<file path="src/rtl/lsu_be_pkg.sv">
package lsu_be_pkg;
  localparam int XLEN  = 32;
  localparam int NB    = XLEN / 8;
  localparam int OFF_W = $clog2(NB);

  typedef enum logic [1:0] {
    SZ_BYTE = 2'b00,
    SZ_HALF = 2'b01,
    SZ_WORD = 2'b10,
    SZ_WALT = 2'b11
  } acc_size_e;
endpackage

</file>
<file path="src/rtl/lsu_agen.sv">
module lsu_agen
  import lsu_be_pkg::*;
#(
  parameter int DISP_W = 16
) (
  input  logic [XLEN-1:0]   base_i,
  input  logic [DISP_W-1:0] disp_i,
  input  acc_size_e         size_i,
  output logic [XLEN-1:0]   addr_o,
  output logic              mis_o
);
  localparam int EXT_W = XLEN - DISP_W;

  always_comb begin
    addr_o = base_i + {{EXT_W{disp_i[DISP_W-1]}}, disp_i};
    unique case (size_i)
      SZ_BYTE: mis_o = 1'b0;
      SZ_HALF: mis_o = addr_o[0];
      default: mis_o = |addr_o[OFF_W-1:0];
    endcase
  end

  always_comb begin
    p_byte_never_mis_r8: assert (!(size_i == SZ_BYTE && mis_o));
  end
endmodule

</file>
<file path="src/rtl/lsu_store_lane.sv">
module lsu_store_lane
  import lsu_be_pkg::*;
(
  input  logic [OFF_W-1:0] off_i,
  input  acc_size_e        size_i,
  input  logic [XLEN-1:0]  data_i,
  output logic [XLEN-1:0]  wdata_o,
  output logic [NB-1:0]    be_o
);
  // lane i holds bits [8i+7:8i], lowest byte address NB-1-i (big endian)
  for (genvar i = 0; i < NB; i++) begin : g_lane
    localparam logic [OFF_W-1:0] LADDR = OFF_W'(NB - 1 - i);
    always_comb begin
      unique case (size_i)
        SZ_BYTE: begin
          be_o[i]          = (off_i == LADDR);
          wdata_o[8*i +: 8] = data_i[7:0];
        end
        SZ_HALF: begin
          be_o[i]          = (off_i[1] == LADDR[1]);
          wdata_o[8*i +: 8] = LADDR[0] ? data_i[7:0] : data_i[15:8];
        end
        default: begin
          be_o[i]          = 1'b1;
          wdata_o[8*i +: 8] = data_i[8*i +: 8];
        end
      endcase
    end
  end
endmodule

</file>
<file path="src/rtl/lsu_load_lane.sv">
module lsu_load_lane
  import lsu_be_pkg::*;
(
  input  logic [OFF_W-1:0] off_i,
  input  acc_size_e        size_i,
  input  logic             unsigned_i,
  input  logic [XLEN-1:0]  rdata_i,
  output logic [XLEN-1:0]  value_o
);
  logic [7:0]  byte_sel;
  logic [15:0] half_sel;

  always_comb begin
    byte_sel = rdata_i[8*(NB-1-int'(off_i)) +: 8];
    half_sel = off_i[1] ? rdata_i[15:0] : rdata_i[31:16];
    unique case (size_i)
      SZ_BYTE: value_o = {{(XLEN-8){~unsigned_i & byte_sel[7]}}, byte_sel};
      SZ_HALF: value_o = {{(XLEN-16){~unsigned_i & half_sel[15]}}, half_sel};
      default: value_o = rdata_i;
    endcase
  end
endmodule

</file>
<file path="src/rtl/lsu_be_lane.sv">
module lsu_be_lane
  import lsu_be_pkg::*;
#(
  parameter int DISP_W = 16
) (
  input  logic              clk_i,
  input  logic              rst_ni,
  input  logic              req_valid_i,
  input  logic              is_store_i,
  input  logic [1:0]        size_i,
  input  logic              unsigned_i,
  input  logic [XLEN-1:0]   base_i,
  input  logic [DISP_W-1:0] disp_i,
  input  logic [XLEN-1:0]   store_data_i,
  input  logic [XLEN-1:0]   mem_rdata_i,
  output logic              valid_o,
  output logic [XLEN-3:0]   mem_word_addr_o,
  output logic [XLEN-1:0]   mem_wdata_o,
  output logic [NB-1:0]     mem_be_o,
  output logic [XLEN-1:0]   load_data_o,
  output logic              misaligned_o
);
  acc_size_e       size;
  logic [XLEN-1:0] addr, wdata, ldata;
  logic [NB-1:0]   be;
  logic            mis, st_ok, ld_ok;

  assign size = acc_size_e'(size_i);

  lsu_agen #(.DISP_W(DISP_W)) i_agen (
    .base_i (base_i), .disp_i (disp_i), .size_i (size),
    .addr_o (addr),   .mis_o  (mis)
  );

  lsu_store_lane i_store (
    .off_i (addr[OFF_W-1:0]), .size_i (size), .data_i (store_data_i),
    .wdata_o (wdata), .be_o (be)
  );

  lsu_load_lane i_load (
    .off_i (addr[OFF_W-1:0]), .size_i (size), .unsigned_i (unsigned_i),
    .rdata_i (mem_rdata_i), .value_o (ldata)
  );

  assign st_ok = req_valid_i & is_store_i & ~mis;
  assign ld_ok = req_valid_i & ~is_store_i & ~mis;

  always_ff @(posedge clk_i or negedge rst_ni) begin
    if (!rst_ni) begin
      valid_o         <= 1'b0;
      mem_word_addr_o <= '0;
      mem_wdata_o     <= '0;
      mem_be_o        <= '0;
      load_data_o     <= '0;
      misaligned_o    <= 1'b0;
    end else begin
      valid_o         <= req_valid_i;
      mem_word_addr_o <= req_valid_i ? addr[XLEN-1:2] : '0;
      mem_wdata_o     <= st_ok ? wdata : '0;
      mem_be_o        <= st_ok ? be : '0;
      load_data_o     <= ld_ok ? ldata : '0;
      misaligned_o    <= req_valid_i & mis;
    end
  end

  p_valid_follows_r9: assert property (@(posedge clk_i) disable iff (!rst_ni)
    req_valid_i |=> valid_o);
  p_idle_quiet_r9: assert property (@(posedge clk_i) disable iff (!rst_ni)
    !valid_o |-> (mem_be_o == '0 && !misaligned_o && load_data_o == '0));
  p_mis_blocks_r8: assert property (@(posedge clk_i) disable iff (!rst_ni)
    misaligned_o |-> (mem_be_o == '0 && load_data_o == '0 && mem_wdata_o == '0));
  p_load_no_be_r5: assert property (@(posedge clk_i) disable iff (!rst_ni)
    (req_valid_i && !is_store_i) |=> mem_be_o == '0);
  p_be_shape_r2: assert property (@(posedge clk_i) disable iff (!rst_ni)
    $countones(mem_be_o) != 3);
  p_word_full_r4: assert property (@(posedge clk_i) disable iff (!rst_ni)
    (req_valid_i && is_store_i && size_i[1] && !mis) |=> mem_be_o == '1);
endmodule

</file>
<file path="config.mk">
export PLATFORM = sky130hd
export DESIGN_NAME = lsu_be_lane
export DESIGN_NICKNAME = d
export VERILOG_FILES = /design/src/rtl/lsu_be_pkg.sv /design/src/rtl/lsu_agen.sv /design/src/rtl/lsu_store_lane.sv /design/src/rtl/lsu_load_lane.sv /design/src/rtl/lsu_be_lane.sv
export SDC_FILE = /design/constraint.sdc
export NUM_CORES = 1
export LEC_CHECK = 0
export ABC_AREA = 1
export BUFFER_PORTS_ARGS = -buffer_cell sky130_fd_sc_hd__buf_2
export CAP_MARGIN = 30
export CORE_MARGIN = 5
export CORE_UTILIZATION = 40
export DETAILED_ROUTE_END_ITERATION = 6
export PLACE_DENSITY = 0.72
export SLEW_MARGIN = 20
export SYNTH_ARGS = -nofsm -noshare
export SYNTH_HDL_FRONTEND = slang
export SYNTH_SLANG_ARGS = --single-unit
</file>
<file path="constraint.sdc">
create_clock -name clk_i -period 0.8 [get_ports clk_i]
set_clock_uncertainty 0.1 [all_clocks]
set_input_delay 0.04 -clock clk_i [delete_from_list [all_inputs] [get_ports clk_i]]
set_output_delay 0.04 -clock clk_i [all_outputs]
set_load 0.1 [all_outputs]
</file>
==> impl_results.md <==
* CTS tree: done
* Largest net degree at the start of global routing at 37
* Wire per inst at 23.90 um
* Period minus WS final at around 1.8 ns
* Fin. max-slew vios at 0
* DR DRC count at 1
* Fin util at 87.74%
* Die outline area at 18,410 sq um
* Peak Freq at 542.4 MHz
* Total core area at 15,710 sq um
* Via total after detailed routing at 9,178
* Tcrit/Tclk final at 230.5%
* Syn Nets at around 1,100
* Syn Inst Count at 919
* First-pass GRT wire length at 43.44 mm
* P per Cell Area at 1557 nW/um^2
* Layout area overhead at 118.2%
* Hold Path Class: in2reg
* Die Span Y at 135.7 um
* Syn avg cell area at 6.877 sq um
* Final setup viols at ~200
* Post-Layout Cell Count at 1,559
* Most numerous cell in the Yosys netlist: nand2_1
* Crit-path max FO at 8
* Synth top area share at 39.60%
* Vias in the first global route at 8,315
* Initial antenna violation count at 0
* Rel. slew slack at 68.47%
* Design Area, Final at 13,790 sq um
* Clock sinks at 100
* Final hold vios at 8
* RSZ-0062 raised after global routing: yes
* Cell taking the most area after synthesis: dfrtp_1
* Post-Route WL at between 30 and 40 mm
* Ys async rst share at between 90% and 100%
* Main flop type after synthesis: dfrtp_1
* Port bufs at between 200 and 250
* Mapped cell area at approximately 6300 sq um
* CP Launch Type: input pin
* #FFs+latches synth at 100
* DP HPWL at 18.31 mm
* Register area share after synthesis at 39.60%
* Root Driver: clkbuf_16
* Fraction of layout cells with a size suffix above 1 at 63.11%
* Ranking of synthesized cells by area: dfrtp_1 (40%), nand2_1 (16%), inv_1 (9.4%)
* YS warnings at 0
* Worst Setup End Kind: flop
* Min setup slack post-route at -1.044 ns
* Pre-antenna DRT Iters at 7
* Maximum clock insertion buffer count at 2
* CTS Buf Count at 9
* Drt initial violations at approximately 1,400
* Final Total Pwr at 21.47 mW
* Final ANT Viol Nets at 0
* Inst Count DP at between 1,000 and 1,500
* CTS clk-pin slew, worst paths at 0.07 ns
* Max_cap viols at 0
* Commonest cells post-synth: nand2_1 (270), inv_1 (159), nor2_1 (134)
* Overflow after GRT at 0
* Peak VDD IR at 1.209 mV
* Failing checks: DRC, hold timing, setup timing
* CTS Hold Bufs at 51
* Vias/cell at just under 6
* GP Congestion at about 0.96
* Count of cell types in the netlist at 38
* Worst-Margin Slew at 0.4706 ns
* CP arrival at approximately 2 ns
* P_leak at 6.569 nW
* GRT Total Usage at a little under a third
* Number of top-level pins at 219
* Hold_ws at -0.05568 ns
* Fill cells at 620
* Critical path start-end classification: in2reg
* H-Tree Depth at 3
* Die Wd at 135.7 um
* Worst EP required at 0.94 ns
* Status: finished with violations
* Post-synth EDFFs at 0
* Dpl cell area at 10,720 sq um
* Initial core utilization at about two fifths
* Final nets at 1,488
* Rows at 46
layout make-up:
type                            count  area [sq um]  share of cell area, %
Multi-Input combinational cell    638          5159                  37.42
Timing Repair Buffer              422          4782                  34.69
Sequential cell                   100          2615                  18.97
Inverter                          166         658.1                  4.774
Tap cell                          216         270.3                  1.960
Clock buffer                       11         232.7                  1.688
Clock inverter                      5         67.56                 0.4901
Antenna cell                        1         2.502                0.01815
metal layers:
metal	global-route usage, %	vias up	wire [um]
met5	0	-	0
met4	17.25	0	3237
li1	-	3710	-
met1	32.91	4282	12120
met2	53.84	870	17780
met3	7.021	316	4126
cells in the final DEF (no fill, tap or decap), drive strengths merged, types with 20 or more instances in the layout:
cell type	synthesis	layout
ha	31	31
inv	165	168
buf	13	367
dfrtp	100	100
nor2	141	141
dlygate4sd3	0	51
a21oi	81	81
nand3	39	39
o21ai	20	20
nand2	273	273
repair_timing:
item / 4_1_cts / 5_1_grt
cloned: 3 / 7
setup endpoints to repair: 199 / 199
resized for setup: 235 / 237
buffers inserted: 20 / 19
hold endpoints to repair: 174 / 8
pin swaps: 145 / 137
per-stage QoR:
stage	worst slack, ns	TNS, ns
final	-1.044	-99.62
after floorplan	-1.112	-79.89
after detailed placement	-1.395	-109.43
after global placement	-1.281	-103.86
after CTS	-0.8148	-89.02
after global routing	-1.083	-105.09
final timing paths:
kind                                        endpoint       startpoint  slack (ns)  cells past startpoint
max                        load_data_o[17]$_DFF_PN0_        disp_i[0]       -1.04                     11
min                        load_data_o[20]$_DFF_PN0_  mem_rdata_i[20]       -0.06                      3
max in group asynchronous  load_data_o[13]$_DFF_PN0_           rst_ni        0.09                      3
min in group asynchronous  mem_wdata_o[30]$_DFF_PN0_           rst_ni        0.01                      2
registers in the layout, indices dropped and copies added, names as in the netlist:
name,cells
load_data_o,32
mem_wdata_o,32
mem_word_addr_o,30
mem_be_o,4
misaligned_o,1
valid_o,1
critical path, cell delays in order:
cell      delay [ns]
buf_8           0.08
ha_4            0.13
inv_2           0.04
fa_2            0.58
buf_6           0.15
nor2_4          0.05
a21oi_4         0.18
nand4_4         0.11
nand3_4         0.13
o211ai_4        0.19
nor2_2          0.29
cell families (layout without fill, tap and decap cells):
| logic type | Yosys count | after routing | share of synthesized area (%) |
|---|---|---|---|
| flops | 100 | 100 | 39.60 |
| fa+ha+maj | 32 | 32 | 6.454 |
| buf+inv | 182 | 604 | 11.44 |
| other cells | 0 | 1 | 0 |
| compound gates | 131 | 132 | 11.86 |
| simple gates | 471 | 471 | 30.23 |
| xor+xnor | 3 | 3 | 0.4158 |
power breakdown:
part / internal, mW / switching (mW) / total (mW)
combinational: 4.29 / 6.71 / 11.0
clock: 2.49 / 2.27 / 4.76
sequential: 5.42 / 0.298 / 5.72
No activity file was read; power rests on OpenSTA's default activity.
